`config.mk`:
```
export PLATFORM = sky130hd
export DESIGN_NAME = fde_sequencer
export DESIGN_NICKNAME = d
export VERILOG_FILES = /design/src/rtl/fde_pkg.sv /design/src/rtl/fde_fetch_pc.sv /design/src/rtl/fde_slot_reg.sv /design/src/rtl/fde_irq_ctrl.sv /design/src/rtl/fde_sequencer.sv
export SDC_FILE = /design/constraint.sdc
export NUM_CORES = 1
export LEC_CHECK = 0
export ABC_CLOCK_PERIOD_IN_PS = 3700
export BUFFER_PORTS_ARGS = -buffer_cell sky130_fd_sc_hd__buf_2
export CAP_MARGIN = 20
export CELL_PAD_IN_SITES_DETAIL_PLACEMENT = 0
export CELL_PAD_IN_SITES_GLOBAL_PLACEMENT = 2
export CORE_ASPECT_RATIO = 2
export CORE_MARGIN = 3
export CORE_UTILIZATION = 30
export DETAILED_ROUTE_END_ITERATION = 10
export PLACE_DENSITY = 0.9
export SETUP_SLACK_MARGIN = 0.05
export SLEW_MARGIN = 15
export SYNTH_ARGS = -nofsm -noshare
export SYNTH_HDL_FRONTEND = slang
export SYNTH_HIERARCHICAL = 1
export SYNTH_SLANG_ARGS = --single-unit
export TNS_END_PERCENT = 1
```
`constraint.sdc`:
```
create_clock -name clk -period 3.7 [get_ports clk]
set_input_delay 0.37 -clock clk [delete_from_list [all_inputs] [get_ports clk]]
set_output_delay 0.37 -clock clk [all_outputs]
set_load 0.02 [all_outputs]
```
`src/rtl/fde_pkg.sv`:
```
package fde_pkg;
  parameter int unsigned WORD_W   = 32;
  parameter int unsigned WORD_B   = WORD_W / 8;
  parameter int unsigned ALIGN_W  = $clog2(WORD_B);
  parameter int unsigned VIEW_OFS = 2 * WORD_B;

  typedef logic [WORD_W-1:0] word_t;

  typedef struct packed {
    logic  valid;
    word_t instr;
    word_t addr;
  } slot_t;

  function automatic word_t align_word(input word_t a);
    word_t m;
    m = '1;
    m[ALIGN_W-1:0] = '0;
    return a & m;
  endfunction
endpackage

```
`src/rtl/fde_fetch_pc.sv`:
```
module fde_fetch_pc
  import fde_pkg::*;
#(
  parameter word_t RESET_ADDR = '0
) (
  input  logic  clk,
  input  logic  rst_n,
  input  logic  accept,
  input  logic  jump,
  input  word_t jump_addr,
  output word_t pc
);
  word_t pc_q;

  always_ff @(posedge clk) begin
    if (!rst_n)      pc_q <= align_word(RESET_ADDR);
    else if (jump)   pc_q <= align_word(jump_addr);
    else if (accept) pc_q <= pc_q + word_t'(WORD_B);
  end

  assign pc = pc_q;
endmodule

```
`src/rtl/fde_slot_reg.sv`:
```
module fde_slot_reg
  import fde_pkg::*;
(
  input  logic  clk,
  input  logic  rst_n,
  input  logic  clear,
  input  slot_t d,
  output slot_t q
);
  slot_t q_r;

  always_ff @(posedge clk) begin
    if (!rst_n || clear) begin
      q_r.valid <= 1'b0;
      q_r.instr <= d.instr;
      q_r.addr  <= d.addr;
    end else begin
      q_r <= d;
    end
  end

  assign q = q_r;
endmodule

```
`src/rtl/fde_irq_ctrl.sv`:
```
module fde_irq_ctrl
  import fde_pkg::*;
(
  input  logic  clk,
  input  logic  rst_n,
  input  logic  req,
  input  logic  enable,
  input  logic  exec_valid,
  input  word_t exec_addr,
  input  logic  redir,
  input  word_t redir_addr,
  output logic  take,
  output word_t ret_addr
);
  logic pend_q;
  logic want;

  assign want     = pend_q | req;
  assign take     = want & enable & exec_valid;
  assign ret_addr = redir ? align_word(redir_addr) : exec_addr + word_t'(WORD_B);

  always_ff @(posedge clk) begin
    if (!rst_n) pend_q <= 1'b0;
    else        pend_q <= want & ~take;
  end
endmodule

```
`src/rtl/fde_sequencer.sv`:
```
module fde_sequencer
  import fde_pkg::*;
#(
  parameter logic [31:0] RESET_ADDR  = 32'h0000_0000,
  parameter logic [31:0] VECTOR_ADDR = 32'h0000_0018
) (
  input  logic        clk,
  input  logic        rst_n,
  output logic [31:0] fetch_addr,
  input  logic        imem_valid,
  input  logic [31:0] imem_rdata,
  output logic        f_valid,
  output logic [31:0] f_instr,
  output logic        d_valid,
  output logic [31:0] d_instr,
  output logic        x_valid,
  output logic [31:0] x_instr,
  output logic [31:0] x_pc_view,
  input  logic        ex_redirect,
  input  logic [31:0] ex_target,
  input  logic        irq_req,
  input  logic        irq_en,
  output logic        irq_ack,
  output logic [31:0] irq_ret_addr
);
  localparam int unsigned NSLOT = 3;
  localparam int unsigned XSLOT = NSLOT - 1;

  slot_t slot [NSLOT];
  word_t pc;
  logic  redir;
  logic  take;
  logic  flush;
  word_t jump_addr;

  assign redir     = slot[XSLOT].valid & ex_redirect;
  assign flush     = redir | take;
  assign jump_addr = take ? VECTOR_ADDR : ex_target;

  fde_fetch_pc #(.RESET_ADDR(RESET_ADDR)) u_pc (
    .clk       (clk),
    .rst_n     (rst_n),
    .accept    (imem_valid),
    .jump      (flush),
    .jump_addr (jump_addr),
    .pc        (pc)
  );

  assign slot[0] = '{valid: imem_valid, instr: imem_rdata, addr: pc};

  for (genvar g = 1; g < NSLOT; g++) begin : g_slot
    fde_slot_reg u_slot (
      .clk   (clk),
      .rst_n (rst_n),
      .clear (flush),
      .d     (slot[g-1]),
      .q     (slot[g])
    );
  end

  fde_irq_ctrl u_irq (
    .clk        (clk),
    .rst_n      (rst_n),
    .req        (irq_req),
    .enable     (irq_en),
    .exec_valid (slot[XSLOT].valid),
    .exec_addr  (slot[XSLOT].addr),
    .redir      (redir),
    .redir_addr (ex_target),
    .take       (take),
    .ret_addr   (irq_ret_addr)
  );

  assign fetch_addr = pc;
  assign f_valid    = slot[0].valid & ~flush;
  assign f_instr    = slot[0].instr;
  assign d_valid    = slot[1].valid;
  assign d_instr    = slot[1].instr;
  assign x_valid    = slot[XSLOT].valid;
  assign x_instr    = slot[XSLOT].instr;
  assign x_pc_view  = slot[XSLOT].addr + word_t'(VIEW_OFS);
  assign irq_ack    = take;
endmodule

```
==> impl_metrics.json, run 1 <==
{
  "status": "finished clean",
  "syn-mean-instance-area_sq_um": 9.36,
  "vias_per_cell": 4.87,
  "min_path_cells": 1,
  "ioPinCount": 266,
  "power.total_mw": 4.31,
  "hold_class": "primary input to flop",
  "power_density_nw_per_um2": 503,
  "crit_type": "flop to primary output",
  "clkSinkCount": 161,
  "period_minus_slack_ns": 3.45,
  "die-height_um": 216,
  "hold_buffers": 0,
  "grt_setup_unrepaired": "no",
  "peakVddDrop_mv": 0.334,
  "clk_pin_slew_ns": 0.06,
  "critical_path_arrival_ns": 3.08,
  "drcViolationCount": 0,
  "cts.repair.resized": 0,
  "start_util": 0.307,
  "grt_start_max_net_pins": 42,
  "swShare": 0.274,
  "end_kind": "primary output",
  "drive_gt1_frac": 0.347,
  "cp-start-kind": "flop",
  "grt_pass1_vias": 5837,
  "slew_headroom": 0.365,
  "p_comb_frac": 0.125,
  "die_w_um": 111,
  "synthToLayoutAreaGrowth_pct": 29.5,
  "seqPwrFrac": 0.455,
  "cts_setup_buffers": 0,
  "grt_usage": 0.168,
  "reg2reg_depth": 4,
  "antenna_found_initial": 0,
  "cts-root-buf": "clkbuf_16",
  "syn_area_sq_um": 6630,
  "numCtsBuffers": 17,
  "period_share": 0.933,
  "vias": 5934,
  "drv_cap": 0,
  "drt-wirelength-per-cell_um": 17.1,
  "final_antenna_net_count": 0,
  "setup_viol": 0,
  "core_area_sq_um": 21600,
  "io_buffers": 261,
  "cts_buffer_depth": 2,
  "h-tree-depth": 4,
  "tightest_slew_ns": 0.944,
  "gp_congestion": 0.830,
  "fin_nets": 1005,
  "synth_cells": 708,
  "routed_wl_um": 20800,
  "path_cells": "ha_1 -> nand3_1 -> or3_2 -> or4b_2 -> a31oi_1 -> buf_2",
  "clock_latency_ns": 0.43,
  "yosysWarnings": 6,
  "p_leak_nw": 3.77,
  "post-dp-hpwl_um": 16400,
  "rows": 76,
  "power_frac_clock": 0.420,
  "worstPathRequired_ns": 3.33,
  "initialDrtViolationCount": 332,
  "internal_power_mw": 3.13,
  "max_freq_ghz": 0.290,
  "crit_fanout": 12,
  "slowest_delay_ns": 0.65,
  "antennaDiodeCount": 0,
  "slowest_stage": "or3_2",
  "drtPass1Iterations": 5,
  "grt_pass1_wl_um": 31900,
  "fin_setup_tns_ns": 0,
  "finClkSkew_ns": 0.00586,
  "overflow": 0,
  "slew_violations": 0,
  "finalHoldViolCount": 0,
  "cts_tree": "built",
  "p_sw_mw": 1.18,
  "dieArea_sq_um": 24000
}
==> cells in the final DEF (no fill, tap or decap), types with 4 or more instances in the layout <==
cell type,n
inv_1,11
nand2b_1,5
xor2_1,12
xnor2_1,40
a21oi_1,7
or2_2,6
o31ai_1,6
nor2b_1,32
a32oi_1,4
clkinvlp_4,4
nand3_1,48
or4_1,9
a211oi_1,5
dfxtp_1,161
and4_1,7
buf_4,9
nand2_1,62
nand4_1,26
nor4_1,14
a31oi_1,15
nor2_1,32
and2_1,4
clkbuf_16,17
or3_2,4
nor3_1,11
o211a_1,7
o21ai_0,44
and3_1,16
buf_2,261
or3_1,6
==> worst max-delay path: cells and delay by family, from the launching register on <==
family / cells / cell delay [ns]
simple gates: 3 / 1.44
buf+inv: 1 / 0.20
fa+ha+maj: 1 / 0.28
flops: 1 / 0.49
compound gates: 1 / 0.23
==> state kept, by name, indices dropped and copies added (netlist names) <==
name / flops
u_irq/pend_q: 1
u_pc/pc: 30
g_slot.u_slot/q: 130
==> cell type report <==
class	count	area (sq um)
Sequential cell	161	3220
Multi-Input combinational cell	471	2980
Clock inverter	13	175
Tap cell	273	342
Inverter	11	41.3
Timing Repair Buffer	270	1370
Clock buffer	19	443
Fill cell	2208	13000
==> worst paths after layout <==
path	slack [ns]	from	end
worst max-delay path	0.25	g_slot[2].u_slot/q[3]$_DFF_P_	irq_ret_addr[28]
worst min-delay path	0.05	imem_rdata[23]	g_slot[1].u_slot/q[55]$_DFF_P_
worst max register to register	1.29	u_pc/pc[8]$_SDFFE_PN0P_	u_pc/pc[23]$_SDFFE_PN0P_
worst min register to register	0.33	g_slot[1].u_slot/q[26]$_DFF_P_	g_slot[2].u_slot/q[26]$_DFF_P_
==> power groups by stage <==
stage | logic (mW) | registers, mW | clock network (mW)
6_report | 0.538 | 1.96 | 1.81
5_1_grt | 0.580 | 1.98 | 1.93
4_1_cts | 0.547 | 1.96 | 1.87
3_5_place_dp | 0.545 | 2.00 | 0
3_3_place_gp | 0.544 | 2.00 | 0
2_1_floorplan | 0.270 | 2.05 | 0
==> metal layers <==
metal,GRT usage,share of wire,vias to the layer above
met1,0.165,0.36,2749
met3,0.0344,0.054,38
met2,0.320,0.54,203
met5,0,0,-
met4,0.0987,0.044,0
li1,-,-,2944
==> through the flow <==
step	setup WS, ns	hold WS (ns)	instances	util	cell area, sq um
2_1_floorplan	0.919	0.310	709	-	6630
3_3_place_gp	0.715	0.310	1186	0.369	7960
3_5_place_dp	0.661	0.312	1186	0.369	7960
4_1_cts	0.175	0.0198	1218	0.397	8580
5_1_grt	0.112	0.0305	1218	0.397	8580
6_report	0.247	0.0509	1218	0.397	8580
(Power assumes the default switching activity.)
==> run 2: changes to the inputs <==
- BUFFER_PORTS_ARGS: -buffer_cell sky130_fd_sc_hd__buf_2 -> default
- CORE_UTILIZATION: 30 -> 39
- DONT_BUFFER_PORTS: default -> 1
- PLACE_DENSITY: 0.9 -> 0.89
- SYNTH_HIERARCHICAL: 1 -> default
==> run 2 against run 1 <==
Synthesized cell count is 2.8% lower. First-iteration DRC count is 32% lower. Non-clock buffer count is 230 lower. Highest routed layer unchanged. Largest cell class unchanged.
==> impl_metrics.json, run 2 <==
{
  "crit_fanout": 7,
  "finalHoldViolCount": 0,
  "slew_violations": 0,
  "ys_top_cells_by_area": "dfxtp_1, buf_4, xnor2_1",
  "vias_per_cell": 5.35,
  "p_leak_nw": 2.59,
  "synth_top_family_by_area": "simple AND/OR/NAND/NOR gates",
  "synth_cells": 688,
  "layout_commonest_cell": "dfxtp_1",
  "post-synth-top-count-cell": "dfxtp_1",
  "worst_slack_ns": 0.415,
  "cp-start-kind": "flop",
  "synth_xor_area_frac": 0.0960,
  "syn_area_sq_um": 6570,
  "muxShareOfSynthArea": 0.00152,
  "drive_gt1_frac": 0.101,
  "numCtsBuffers": 17,
  "fin_setup_tns_ns": 0,
  "synth_compound_area_frac": 0.0923,
  "final_antenna_net_count": 0,
  "gp_congestion": 0.881,
  "grt_pass1_vias": 4630,
  "grt_start_max_net_pins": 47,
  "cts_tree": "built",
  "clock_latency_ns": 0.43,
  "synth_commonest_cells": "dfxtp_1, buf_4, nand2_1, nor2_1, xnor2_1",
  "initialDrtViolationCount": 227,
  "ioPinCount": 266,
  "synthArstFlopShare": 0,
  "drcViolationCount": 0,
  "clkSinkCount": 157,
  "syn-mean-instance-area_sq_um": 9.55,
  "hold_class": "primary input to flop",
  "hold_slack_ns": 0.0524,
  "synth_fa_ha_area_frac": 0.00571,
  "setup_viol": 0,
  "finClkSkew_ns": 0.0140,
  "largest_register_ffs": 126,
  "io_buffers": 0,
  "synthToLayoutAreaGrowth_pct": 5.71,
  "synth-seq-cells": 157,
  "yosysWarnings": 0,
  "power_density_nw_per_um2": 564,
  "overflow": 0,
  "drt-wirelength-per-cell_um": 21.2,
  "slew_headroom": 0.497,
  "synth_simple_gate_area_share": 0.187,
  "critical_path_arrival_ns": 2.92,
  "drtPass1Iterations": 4,
  "worstPathRequired_ns": 3.33,
  "start_util": 0.400,
  "synth_top_area_share": 0.478,
  "period_share": 0.888,
  "cts_buffer_depth": 2,
  "grt_setup_unrepaired": "no",
  "die-height_um": 190,
  "clk_pin_slew_ns": 0.07,
  "grt_usage": 0.187,
  "drv_cap": 0,
  "rrSetupSlack_ns": 1.16,
  "synth.distinct_cells": 59,
  "h-tree-depth": 4,
  "ys.flop_type": "dfxtp_1",
  "synth_edf_count": 0,
  "tightest_slew_ns": 0.746,
  "dieArea_sq_um": 18500,
  "status": "finished clean",
  "grt_pass1_wl_um": 26600,
  "max_freq_ghz": 0.304,
  "final_cell_mix": "dfxtp_1, nand2_1, nor2_1, xnor2_1, a21oi_1",
  "peakVddDrop_mv": 0.527,
  "yosys.area.top_type": "dfxtp_1",
  "cts.repair.resized": 0,
  "die_w_um": 97.8,
  "routed_wl_um": 17700,
  "rows": 66,
  "period_minus_slack_ns": 3.29,
  "seq_area_frac_synth": 0.478,
  "fin_nets": 693,
  "cts-root-buf": "clkbuf_16",
  "core_area_sq_um": 16400,
  "post-dp-hpwl_um": 13600,
  "end_kind": "primary output",
  "antenna_found_initial": 0,
  "antennaDiodeCount": 0,
  "pre_cts_ws_ns": 0.838,
  "crit_type": "flop to primary output",
  "vias": 4476
}
[run 2: worst paths after layout]
path / cells after the start / endpoint / start
setup / recovery: 6 / x_pc_view[27] / g_slot[2].u_slot.q[3]$_DFF_P_
hold / removal: 2 / u_pc.pc[16]$_SDFFE_PN0P_ / rst_n
setup reg to reg: 6 / u_pc.pc[26]$_SDFFE_PN0P_ / u_pc.pc[2]$_SDFFE_PN0P_
hold reg to reg: 0 / g_slot[2].u_slot.q[25]$_DFF_P_ / g_slot[1].u_slot.q[25]$_DFF_P_
[run 2: worst max-delay path: stages (launching register included)]
cell and delay [ns]:
dfxtp_1 0.38, ha_1 0.24, nand3_1 0.29, or2_2 0.46, nor4_4 0.48, nand2_1 0.15
xnor2_1 0.49
[run 2: logic make-up after synthesis]
logic type      Yosys count
flops                   157
xor+xnor                 72
other cells               1
simple gates            228
buf+inv                 136
fa+ha+maj                 3
compound gates           90
mux                       1
[run 2: stage by stage]
step,utilization,cell area (sq um),cells,total power [mW]
6_report,0.423,6950,837,3.92
5_1_grt,0.423,6950,837,4.05
4_1_cts,0.423,6950,837,3.96
3_5_place_dp,0.366,6020,773,2.16
3_3_place_gp,0.366,6020,773,2.16
2_1_floorplan,-,6590,693,2.21
[run 2: power by group]
| group | switching, mW | leakage, nW | internal, mW |
|---|---|---|---|
| clock | 0.747 | 0.298 | 1.02 |
| combinational | 0.140 | 0.989 | 0.0800 |
| sequential | 0.149 | 1.30 | 1.78 |
| total | 1.04 | 2.59 | 2.88 |
[run 2: per-layer routing]
metal / up-vias / global-route usage / wire length (um)
met1: 2108 / 0.171 / 5800
met4: 0 / 0.0795 / 446
met2: 222 / 0.370 / 10100
met3: 24 / 0.0602 / 1400
met5: - / 0 / 0
li1: 2122 / - / -
[run 2: layout make-up]
type                       count  area (sq um)
clock buffer                  18           429
multi-input combinational    400          2540
fill                        1595          9490
tap                          204           255
sequential                   157          3140
timing repair buffer          40           393
inverter                       4          15.0
clock inverter                14           175
[run 2: timing repair]
action / CTS / global route
hold endpoints to repair: 32 / 0
setup buffers: 0 / 0
hold buffers: 32 / 0
